`config.mk`:
```
export PLATFORM = sky130hd
export DESIGN_NAME = ioport_top
export DESIGN_NICKNAME = d
export VERILOG_FILES = /design/src/rtl/ioport_pkg.sv /design/src/rtl/ioport_ctrl.sv /design/src/rtl/ioport_dp.sv /design/src/rtl/ioport_top.sv
export SDC_FILE = /design/constraint.sdc
export NUM_CORES = 1
export LEC_CHECK = 0
export ABC_CLOCK_PERIOD_IN_PS = 1200
export BUFFER_PORTS_ARGS = -buffer_cell sky130_fd_sc_hd__buf_2
export CAP_MARGIN = 0
export CORE_ASPECT_RATIO = 1.75
export CORE_MARGIN = 1
export CORE_UTILIZATION = 28
export DETAILED_ROUTE_END_ITERATION = 7
export PLACE_DENSITY_LB_ADDON = 0.3
export SKIP_CTS_REPAIR_TIMING = 1
export SYNTH_ARGS = -nofsm -noshare
export SYNTH_HDL_FRONTEND = slang
export SYNTH_HIERARCHICAL = 1
export SYNTH_SLANG_ARGS = --single-unit
export TNS_END_PERCENT = 10
```
`constraint.sdc`:
```
create_clock -name clk -period 1.2 [get_ports clk]
set_clock_uncertainty 0.05 [all_clocks]
set_input_delay 0.12 -clock clk [delete_from_list [all_inputs] [get_ports clk]]
set_output_delay 0.12 -clock clk [all_outputs]
set_load 0.05 [all_outputs]
```
`src/rtl/ioport_pkg.sv`:
```
package ioport_pkg;

  typedef enum logic [1:0] {
    REG_DATA_A = 2'd0,
    REG_DATA_B = 2'd1,
    REG_DIR_A  = 2'd2,
    REG_CTRL   = 2'd3
  } regSel_e;

  // Strobes from control to datapath
  typedef struct packed {
    logic    wrLatch;   // load port A output latch
    logic    wrDir;     // load direction register
    logic    wrCtrl;    // load control register
    logic    capA;      // synchronizer stage 1 capture, port A
    logic    capB;      // synchronizer stage 1 capture, port B
    logic    shiftA;    // synchronizer stage 2 capture, port A
    logic    shiftB;    // synchronizer stage 2 capture, port B
    logic    rdValid;   // read result due this cycle
    regSel_e rdSel;     // register the result comes from
  } portStrobes_t;

endpackage

```
`src/rtl/ioport_ctrl.sv`:
```
module ioport_ctrl
  import ioport_pkg::*;
(
  input  logic         clk,
  input  logic         rstN,
  input  logic         busSel,
  input  logic         busWrite,
  input  logic [1:0]   busAddr,
  output portStrobes_t strobes
);

  regSel_e addrSel;
  logic    acceptRd;
  logic    acceptWr;

  logic    pend1Valid;
  regSel_e pend1Sel;
  logic    pend2Valid;
  regSel_e pend2Sel;

  assign addrSel  = regSel_e'(busAddr);
  assign acceptRd = busSel && !busWrite;
  assign acceptWr = busSel && busWrite;

  always_ff @(posedge clk or negedge rstN) begin
    if (!rstN) begin
      pend1Valid <= 1'b0;
      pend1Sel   <= REG_DATA_A;
      pend2Valid <= 1'b0;
      pend2Sel   <= REG_DATA_A;
    end else begin
      pend1Valid <= acceptRd;
      pend1Sel   <= addrSel;
      pend2Valid <= pend1Valid;
      pend2Sel   <= pend1Sel;
    end
  end

  always_comb begin
    strobes.wrLatch = acceptWr && (addrSel == REG_DATA_A);
    strobes.wrDir   = acceptWr && (addrSel == REG_DIR_A);
    strobes.wrCtrl  = acceptWr && (addrSel == REG_CTRL);
    // any access that decodes to a data register wakes its synchronizer
    strobes.capA    = busSel && (addrSel == REG_DATA_A);
    strobes.capB    = busSel && (addrSel == REG_DATA_B);
    strobes.shiftA  = pend1Valid && (pend1Sel == REG_DATA_A);
    strobes.shiftB  = pend1Valid && (pend1Sel == REG_DATA_B);
    strobes.rdValid = pend2Valid;
    strobes.rdSel   = pend2Sel;
  end

  AST_READ_LATENCY: assert property (@(posedge clk) disable iff (!rstN)
    acceptRd |-> ##2 strobes.rdValid);

  AST_SHIFT_AFTER_CAP_A: assert property (@(posedge clk) disable iff (!rstN)
    strobes.shiftA |-> $past(strobes.capA));

  AST_SHIFT_AFTER_CAP_B: assert property (@(posedge clk) disable iff (!rstN)
    strobes.shiftB |-> $past(strobes.capB));

endmodule

```
`src/rtl/ioport_dp.sv`:
```
module ioport_dp
  import ioport_pkg::*;
#(
  parameter int PORT_A_W = 8,
  parameter int PORT_B_W = 8,
  parameter int MUX_W    = 3,
  parameter int DATA_W   = 8
) (
  input  logic                clk,
  input  logic                rstN,
  input  portStrobes_t        strobes,
  input  logic [DATA_W-1:0]   busWData,
  input  logic [PORT_A_W-1:0] padAIn,
  input  logic [PORT_B_W-1:0] padBIn,
  input  logic [MUX_W-1:0]    muxAddr,
  output logic [PORT_A_W-1:0] padAOut,
  output logic [PORT_A_W-1:0] padAOe,
  output logic [DATA_W-1:0]   rdData
);

  logic [PORT_A_W-1:0] latchA;
  logic [PORT_A_W-1:0] dirA;
  logic                modeReg;
  logic [PORT_A_W-1:0] stage1A;
  logic [PORT_A_W-1:0] stage2A;
  logic [PORT_B_W-1:0] stage1B;
  logic [PORT_B_W-1:0] stage2B;

  logic [PORT_A_W-1:0] forceOut;
  logic [PORT_A_W-1:0] drvVal;
  logic [PORT_A_W-1:0] readA;

  // register file
  always_ff @(posedge clk or negedge rstN) begin
    if (!rstN) begin
      latchA  <= '0;
      dirA    <= '0;
      modeReg <= 1'b0;
    end else begin
      if (strobes.wrLatch) latchA  <= busWData[PORT_A_W-1:0];
      if (strobes.wrDir)   dirA    <= busWData[PORT_A_W-1:0];
      if (strobes.wrCtrl)  modeReg <= busWData[0];
    end
  end

  // gated two-stage synchronizers
  always_ff @(posedge clk or negedge rstN) begin
    if (!rstN) begin
      stage1A <= '0;
      stage2A <= '0;
      stage1B <= '0;
      stage2B <= '0;
    end else begin
      if (strobes.capA)   stage1A <= padAIn;
      if (strobes.shiftA) stage2A <= stage1A;
      if (strobes.capB)   stage1B <= padBIn;
      if (strobes.shiftB) stage2B <= stage1B;
    end
  end

  // per-pin drive selection
  for (genvar i = 0; i < PORT_A_W; i++) begin : g_pin
    if (i < MUX_W) begin : g_muxPin
      assign forceOut[i] = modeReg;
      assign drvVal[i]   = modeReg ? muxAddr[i] : latchA[i];
    end else begin : g_plainPin
      assign forceOut[i] = 1'b0;
      assign drvVal[i]   = latchA[i];
    end
  end

  assign padAOe  = dirA | forceOut;
  assign padAOut = drvVal;
  assign readA   = (padAOe & drvVal) | (~padAOe & stage2A);

  always_comb begin
    rdData = '0;
    if (strobes.rdValid) begin
      case (strobes.rdSel)
        REG_DATA_A: rdData[PORT_A_W-1:0] = readA;
        REG_DATA_B: rdData[PORT_B_W-1:0] = stage2B;
        REG_DIR_A:  rdData[PORT_A_W-1:0] = dirA;
        REG_CTRL:   rdData[0]            = modeReg;
        default:    rdData               = '0;
      endcase
    end
  end

  AST_SYNC_HOLD_A: assert property (@(posedge clk) disable iff (!rstN)
    !strobes.capA |=> $stable(stage1A));

  AST_SYNC_HOLD_B: assert property (@(posedge clk) disable iff (!rstN)
    !strobes.capB |=> $stable(stage1B));

  AST_LATCH_HOLD: assert property (@(posedge clk) disable iff (!rstN)
    !strobes.wrLatch |=> $stable(latchA));

  AST_DIR_HOLD: assert property (@(posedge clk) disable iff (!rstN)
    !strobes.wrDir |=> $stable(dirA));

endmodule

```
`src/rtl/ioport_top.sv`:
```
module ioport_top
  import ioport_pkg::*;
#(
  parameter int PORT_A_W = 8,
  parameter int PORT_B_W = 8,
  parameter int MUX_W    = 3,
  localparam int DATA_W  = (PORT_A_W > PORT_B_W) ? PORT_A_W : PORT_B_W
) (
  input  logic                clk,
  input  logic                rstN,
  input  logic                busSel,
  input  logic                busWrite,
  input  logic [1:0]          busAddr,
  input  logic [DATA_W-1:0]   busWData,
  output logic [DATA_W-1:0]   busRData,
  output logic                busRValid,
  input  logic [PORT_A_W-1:0] padAIn,
  input  logic [PORT_B_W-1:0] padBIn,
  input  logic [MUX_W-1:0]    muxAddr,
  output logic [PORT_A_W-1:0] padAOut,
  output logic [PORT_A_W-1:0] padAOe
);

  portStrobes_t strobes;

  ioport_ctrl u_ctrl (
    .clk      (clk),
    .rstN     (rstN),
    .busSel   (busSel),
    .busWrite (busWrite),
    .busAddr  (busAddr),
    .strobes  (strobes)
  );

  ioport_dp #(
    .PORT_A_W (PORT_A_W),
    .PORT_B_W (PORT_B_W),
    .MUX_W    (MUX_W),
    .DATA_W   (DATA_W)
  ) u_dp (
    .clk      (clk),
    .rstN     (rstN),
    .strobes  (strobes),
    .busWData (busWData),
    .padAIn   (padAIn),
    .padBIn   (padBIn),
    .muxAddr  (muxAddr),
    .padAOut  (padAOut),
    .padAOe   (padAOe),
    .rdData   (busRData)
  );

  assign busRValid = strobes.rdValid;

  AST_NO_SPURIOUS_RESULT: assert property (@(posedge clk) disable iff (!rstN)
    (!busSel || busWrite) |-> ##2 !busRValid);

  AST_RDATA_IDLE_ZERO: assert property (@(posedge clk) disable iff (!rstN)
    !busRValid |-> (busRData == '0));

endmodule

```
## After elaboration in Yosys (flattened, before gate mapping)

Index checks and enable logic that the tools add are counted.

| storage, ports and cells | value |
|---|---|
| register bits | 55 |
| latch bits | 0 |
| RAM bits | 0 |
| ROM bits | 0 |
| input bits | 33 |
| output and inout port bits | 25 |
| word-level logic and storage cells | 42 |
| memories | 0 |

| cells by class | value |
|---|---|
| add/sub/neg operators | 0 |
| multiply operators | 0 |
| div/mod/pow operators | 0 |
| magnitude comparators | 0 |
| eq/ne operators | 7 |
| shifts and indexed selects | 0 |
| muxes and demuxes | 6 |
| bitwise gates (word level) | 5 |
| reduce and logical (&&, ||, !) cells | 13 |

Operators by type and width:

| operator | number |
|---|---|
| $pmux 7 s3 | 1 |
| $and 8x8->8 | 2 |
| $logic_and 1x1->1 | 9 |
| $eq 2x2->1 const B | 4 |
| $mux 8 | 1 |
| $not 8->8 | 1 |
| $or 8x3->8 | 1 |
| $or 8x8->8 | 1 |
| $eq 2x1->1 const B | 3 |
| $logic_not 2->1 | 3 |
| $pmux 1 s4 | 1 |
| $mux 1 | 3 |
| $logic_not 1->1 | 1 |

## Depth between registers and ports, before layout

| depth | value |
|---|---|
| word-level depth | 6 |
| depth in mapped cells | 5 |
| mapped depth without buffers | 3 |

## Cells and area by module

The synthesis kept the hierarchy.

Modules (own cells, without submodules):

| module | times used | cells an instance | area an instance (um^2) | sequential area each (um^2) |
|---|---|---|---|---|
| ioport_dp | 1 | 174 | 2,272.2 | 1,226.2 |
| ioport_ctrl | 1 | 15 | 227.7 | 150.1 |

## Least setup slack after synthesis

OpenSTA, ideal clock, no wires.

| path | value |
|---|---|
| path kind | register to output |
| start point | register u_dp.modeReg |
| end point | output port busRData[0] |
| arrival time | 2.027 ns |
| required time | 1.030 ns |
| path slack | -0.997 ns |
| cell stages (with the launch flop) | 4 |
| path buffers | 0 |
| path through | dfrtp_1 mux2_2 o211ai_1 a21boi_0 |

| on the way | value |
|---|---|
| elaborated cells between the ends (all ways) | 8 |
| classes of those cells | 3 x mux; 5 x bitwise |

RTL lines:

| what | line | source |
|---|---|---|
| from (decl) | ioport_dp.sv:23 | `logic modeReg;` |
| from (signal assigned) | ioport_dp.sv:42 | `if (strobes.wrCtrl) modeReg <= busWData[0];` |
| $mux 1 | ioport_dp.sv:65 | `assign drvVal[i] = modeReg ? muxAddr[i] : latchA[i];` |
| net padAOut[0] | ioport_top.sv:20 | `output logic [PORT_A_W-1:0] padAOut,` |
| $and 8x8->8 | ioport_dp.sv:74 | `assign readA = (padAOe & drvVal) \| (~padAOe & stage2A);` |
| $or 8x8->8 | ioport_dp.sv:74 |  |
| $pmux 1 s4 | ioport_dp.sv:79 | `case (strobes.rdSel)` |
| $mux 8 | ioport_dp.sv:78 | `if (strobes.rdValid) begin` |
| to (decl) | ioport_top.sv:15 | `output logic [DATA_W-1:0] busRData,` |

The timed path passes the listed nets, and every way through them passes these cells.

## Final worst setup path

| path | value |
|---|---|
| start point | register u_dp.modeReg |
| end point | output port busRData[2] |

| on the way | value |
|---|---|
| longest elaborated chain between the ends | 6 |
| elaborated cells between the ends (all ways) | 8 |
| classes of those cells | 3 x mux; 5 x bitwise |

RTL lines:

| what | line | source |
|---|---|---|
| $or 8x3->8 | ioport_dp.sv:72 | `assign padAOe = dirA \| forceOut;` |
| $not 8->8 | ioport_dp.sv:74 |  |
| $and 8x8->8 | ioport_dp.sv:74 |  |
| $or 8x8->8 * | ioport_dp.sv:74 |  |
| $pmux 7 s3 * | ioport_dp.sv:79 |  |
| $mux 8 * | ioport_dp.sv:78 |  |

Every way passes the cells marked *; elsewhere a longest branch is shown, timed or not.

==> run_results.csv <==
group,metric,value,unit
setup_path,cp.required,1.03,ns
setup_path,critPathKind,"reg -> out",
grt,overflow,0,
floorplan,die_area,9325,µm²
timing,tightest_slew,0.3048,ns
layout,drive_gt1_share,64.96,%
layout,nets,306,
clock_network,cts.sinks,55,
synth,synth_compound_area_share,5.506,%
synth,synth_mux_area_share,24.02,%
layout,finalInstanceArea,3646,µm²
placement,io_buffers,57,
route,ant_nets,0,
timing,hold_viol_final,0,
grt,grt_pass1_wl,8714,µm
synth,synth_top_family_by_area,"multiplexers",
route,post-route-drc-count,0,
grt,grt_pass1_vias,1724,
power_and_ir_drop,power.density,1775,nW/µm²
layout,syn_to_final_growth,45.85,%
route,highest_layer,"met4",
route,viasPerCell,4.396,
status,violations,"negative setup slack",
setup_path,start_kind,"register",
timing,rsz0062_at_grt,"true",
timing,worst_slack,-0.6057,ns
grt,grt_max_degree,56,
synth,netlist_area,2500,µm²
timing,drv_slew,0,
timing,max_freq,553.8,MHz
power_and_ir_drop,leakagePower,0.001643,µW
clock_network,path_clk_slew,0.07,ns
route,detailroute.wirelength.met3,159,µm
timing,fin_crit_sh,150.5,%
clock_network,clock-root-buffer,"clkbuf_16",
timing,period_needed,1.806,ns
run,maxCapViolations,0,
route,vias,1719,
synth,synth_fa_ha_area_share,0,%
clock_network,clockBufferDepth,2,
clock_network,cts_tree,"yes",
clock_network,cts_buffers,5,
synth,synthXorXnorAreaFrac,0,%
route,first_pass_iters,4,
floorplan,die-height,127.0,µm
setup_path,crit_arrival,1.64,ns
status,status,"finished, violations left",
hold_path,min-delay-start,"padBIn[0]",
synth,ys_warn_count,6,
timing,max_slew_margin,79.68,%
power_and_ir_drop,peakVddDrop,720.1,µV
timing,hold-worst-slack,0.005434,ns
setup_path,crit_start,"u_dp/modeReg",
synth,synth-seq-area-share,55.06,%
floorplan,initial_utilization,28.83,%
synth,synth_cells,189,
synth,synth.ff_latch_count,55,
timing,finalSetupViolations,30,
clock_network,worstSkewPairLatency,0.29,ns
placement,gp_congestion,0.8067,
route,met1_length,2190,µm
floorplan,std_cell_rows,45,
layout,diodes,0,
setup_path,end_kind,"output pin",
floorplan,core,8671,µm²
synth,yosys.area_share.simple,9.309,%
setup_path,crit_fanout,6,
hold_path,hold_path_class,"in -> reg",
route,wire_per_inst,15.13,µm
grt,grtUsageTotal,13.06,%
placement,dpl-instance-area,3162,µm²
floorplan,die_w,73.43,µm
route,met2_length,3460,µm
synth,synth_nets,222,
floorplan,ios,58,
placement,dp_hpwl,4311,µm
clock_network,htree_levels,2,
setup_path,r2r-start,"u_ctrl/pend1Sel[1]",
synth,synthDistinctLibCells,27,
route,drt-total-wl,5916,µm
grt,grt_antenna_before_repair,0,
route,drt_iter0_drc,68,
synth,avgSynthCellArea,13.23,µm²
## per-stage QoR
step	instances	total power, µW	setup TNS [ns]	utilization, %	setup WS [ns]
after floorplan	189	3836	-2.633	-	-0.3021
after global placement	376	4386	-4.976	36.46	-0.4325
after detailed placement	376	4416	-5.614	36.46	-0.4558
after CTS	384	6270	-10.22	38.64	-0.7729
after global routing	391	6794	-9.041	42.05	-0.6599
final	391	6473	-7.719	42.05	-0.6057
## synthesized netlist by cell type
cell type  number  area [µm²]
a21boi_0        1       7.510
o211ai_2        1       12.51
a21oi_1         6       30.03
a22oi_1         3       22.52
mux2_4          1       15.01
nor3b_1         6       45.04
o21a_1          4       30.03
and4bb_1        1       12.51
nand2_1         7       26.28
o21ai_0         1       5.000
a21o_1          1       7.510
buf_6           1       11.26
and3b_1         2       17.52
buf_4          12       90.09
and2b_1         1       7.510
a21boi_1        1       7.510
nor2_1          8       30.03
dfrtp_1        55        1376
o211ai_1        2       15.01
or3_1           3       18.77
and4_1          1       8.760
and4b_1         1       10.01
nor2b_1         2       12.51
mux2_2         52       585.6
buf_2           8       40.04
or3b_1          5       43.79
inv_1           3       11.26
## cell usage in the layout (no fill, tap or decap), drive strengths merged, types with 4 or more instances in the layout
cell         Yosys  routed
o21a             4       4
buf             21      94
clkbuf           0       6
nor3b            6       6
or3b             5       5
mux2            53      53
dfrtp           55      55
nand2            7       7
dlygate4sd3      0       4
a21oi            6       6
nor2             8       8
## kinds of logic after synthesis
kind of cell / after synthesis
AO/OA/AOI/OAI: 20
buffers and inverters: 24
flip-flops: 55
multiplexers: 53
AND/OR/NAND/NOR: 37
## state kept, by name (all words and copies together), names as in the netlist
register	cells
u_dp/stage1B	8
u_ctrl/pend2Valid	1
u_ctrl/pend2Sel	2
u_dp/stage2A	8
u_dp/dirA	8
u_dp/stage2B	8
u_dp/modeReg	1
u_ctrl/pend1Sel	2
u_ctrl/pend1Valid	1
u_dp/latchA	8
u_dp/stage1A	8
## final timing paths
check,endpoint,slack [ns],cells past startpoint
max,busRData[2],-0.61,5
min,u_dp/stage1B[0],0.005,2
max reg2reg,u_dp/stage2A[1],-0.09,3
min reg2reg,u_ctrl/pend2Valid,0.34,0
max in group asynchronous,u_dp/modeReg,0.51,3
min in group asynchronous,u_dp/stage1B[5],0.30,3
## routing by layer
metal / up-vias / track usage (%)
li1: 826 / -
met2: 34 / 24.40
met4: 0 / 5.430
met5: - / 0
met1: 853 / 13.83
met3: 6 / 2.524
## critical path: stages (launching register included)
cell      delay [ns]
dfrtp_2         0.47
buf_6           0.14
mux2_4          0.30
o211ai_2        0.20
a21oi_4         0.08
buf_6           0.16
## report_power, final
part / leakage, µW / internal [µW] / switching (µW)
combinational: 0.000895 / 1050 / 1020
clock: 0.0000911 / 1200 / 630
sequential: 0.000657 / 2280 / 301
total: 0.00164 / 4520 / 1950
## cell type report
cell class | count | area (µm²)
inverters | 3 | 11.26
flip-flops and latches | 55 | 1380
well taps | 117 | 146.4
clock buffers | 6 | 128.9
fillers | 846 | 5025
clock inverters | 2 | 60.06
multi-input cells | 110 | 1119
repair buffers | 98 | 800.8
(Power assumes the default switching activity.)
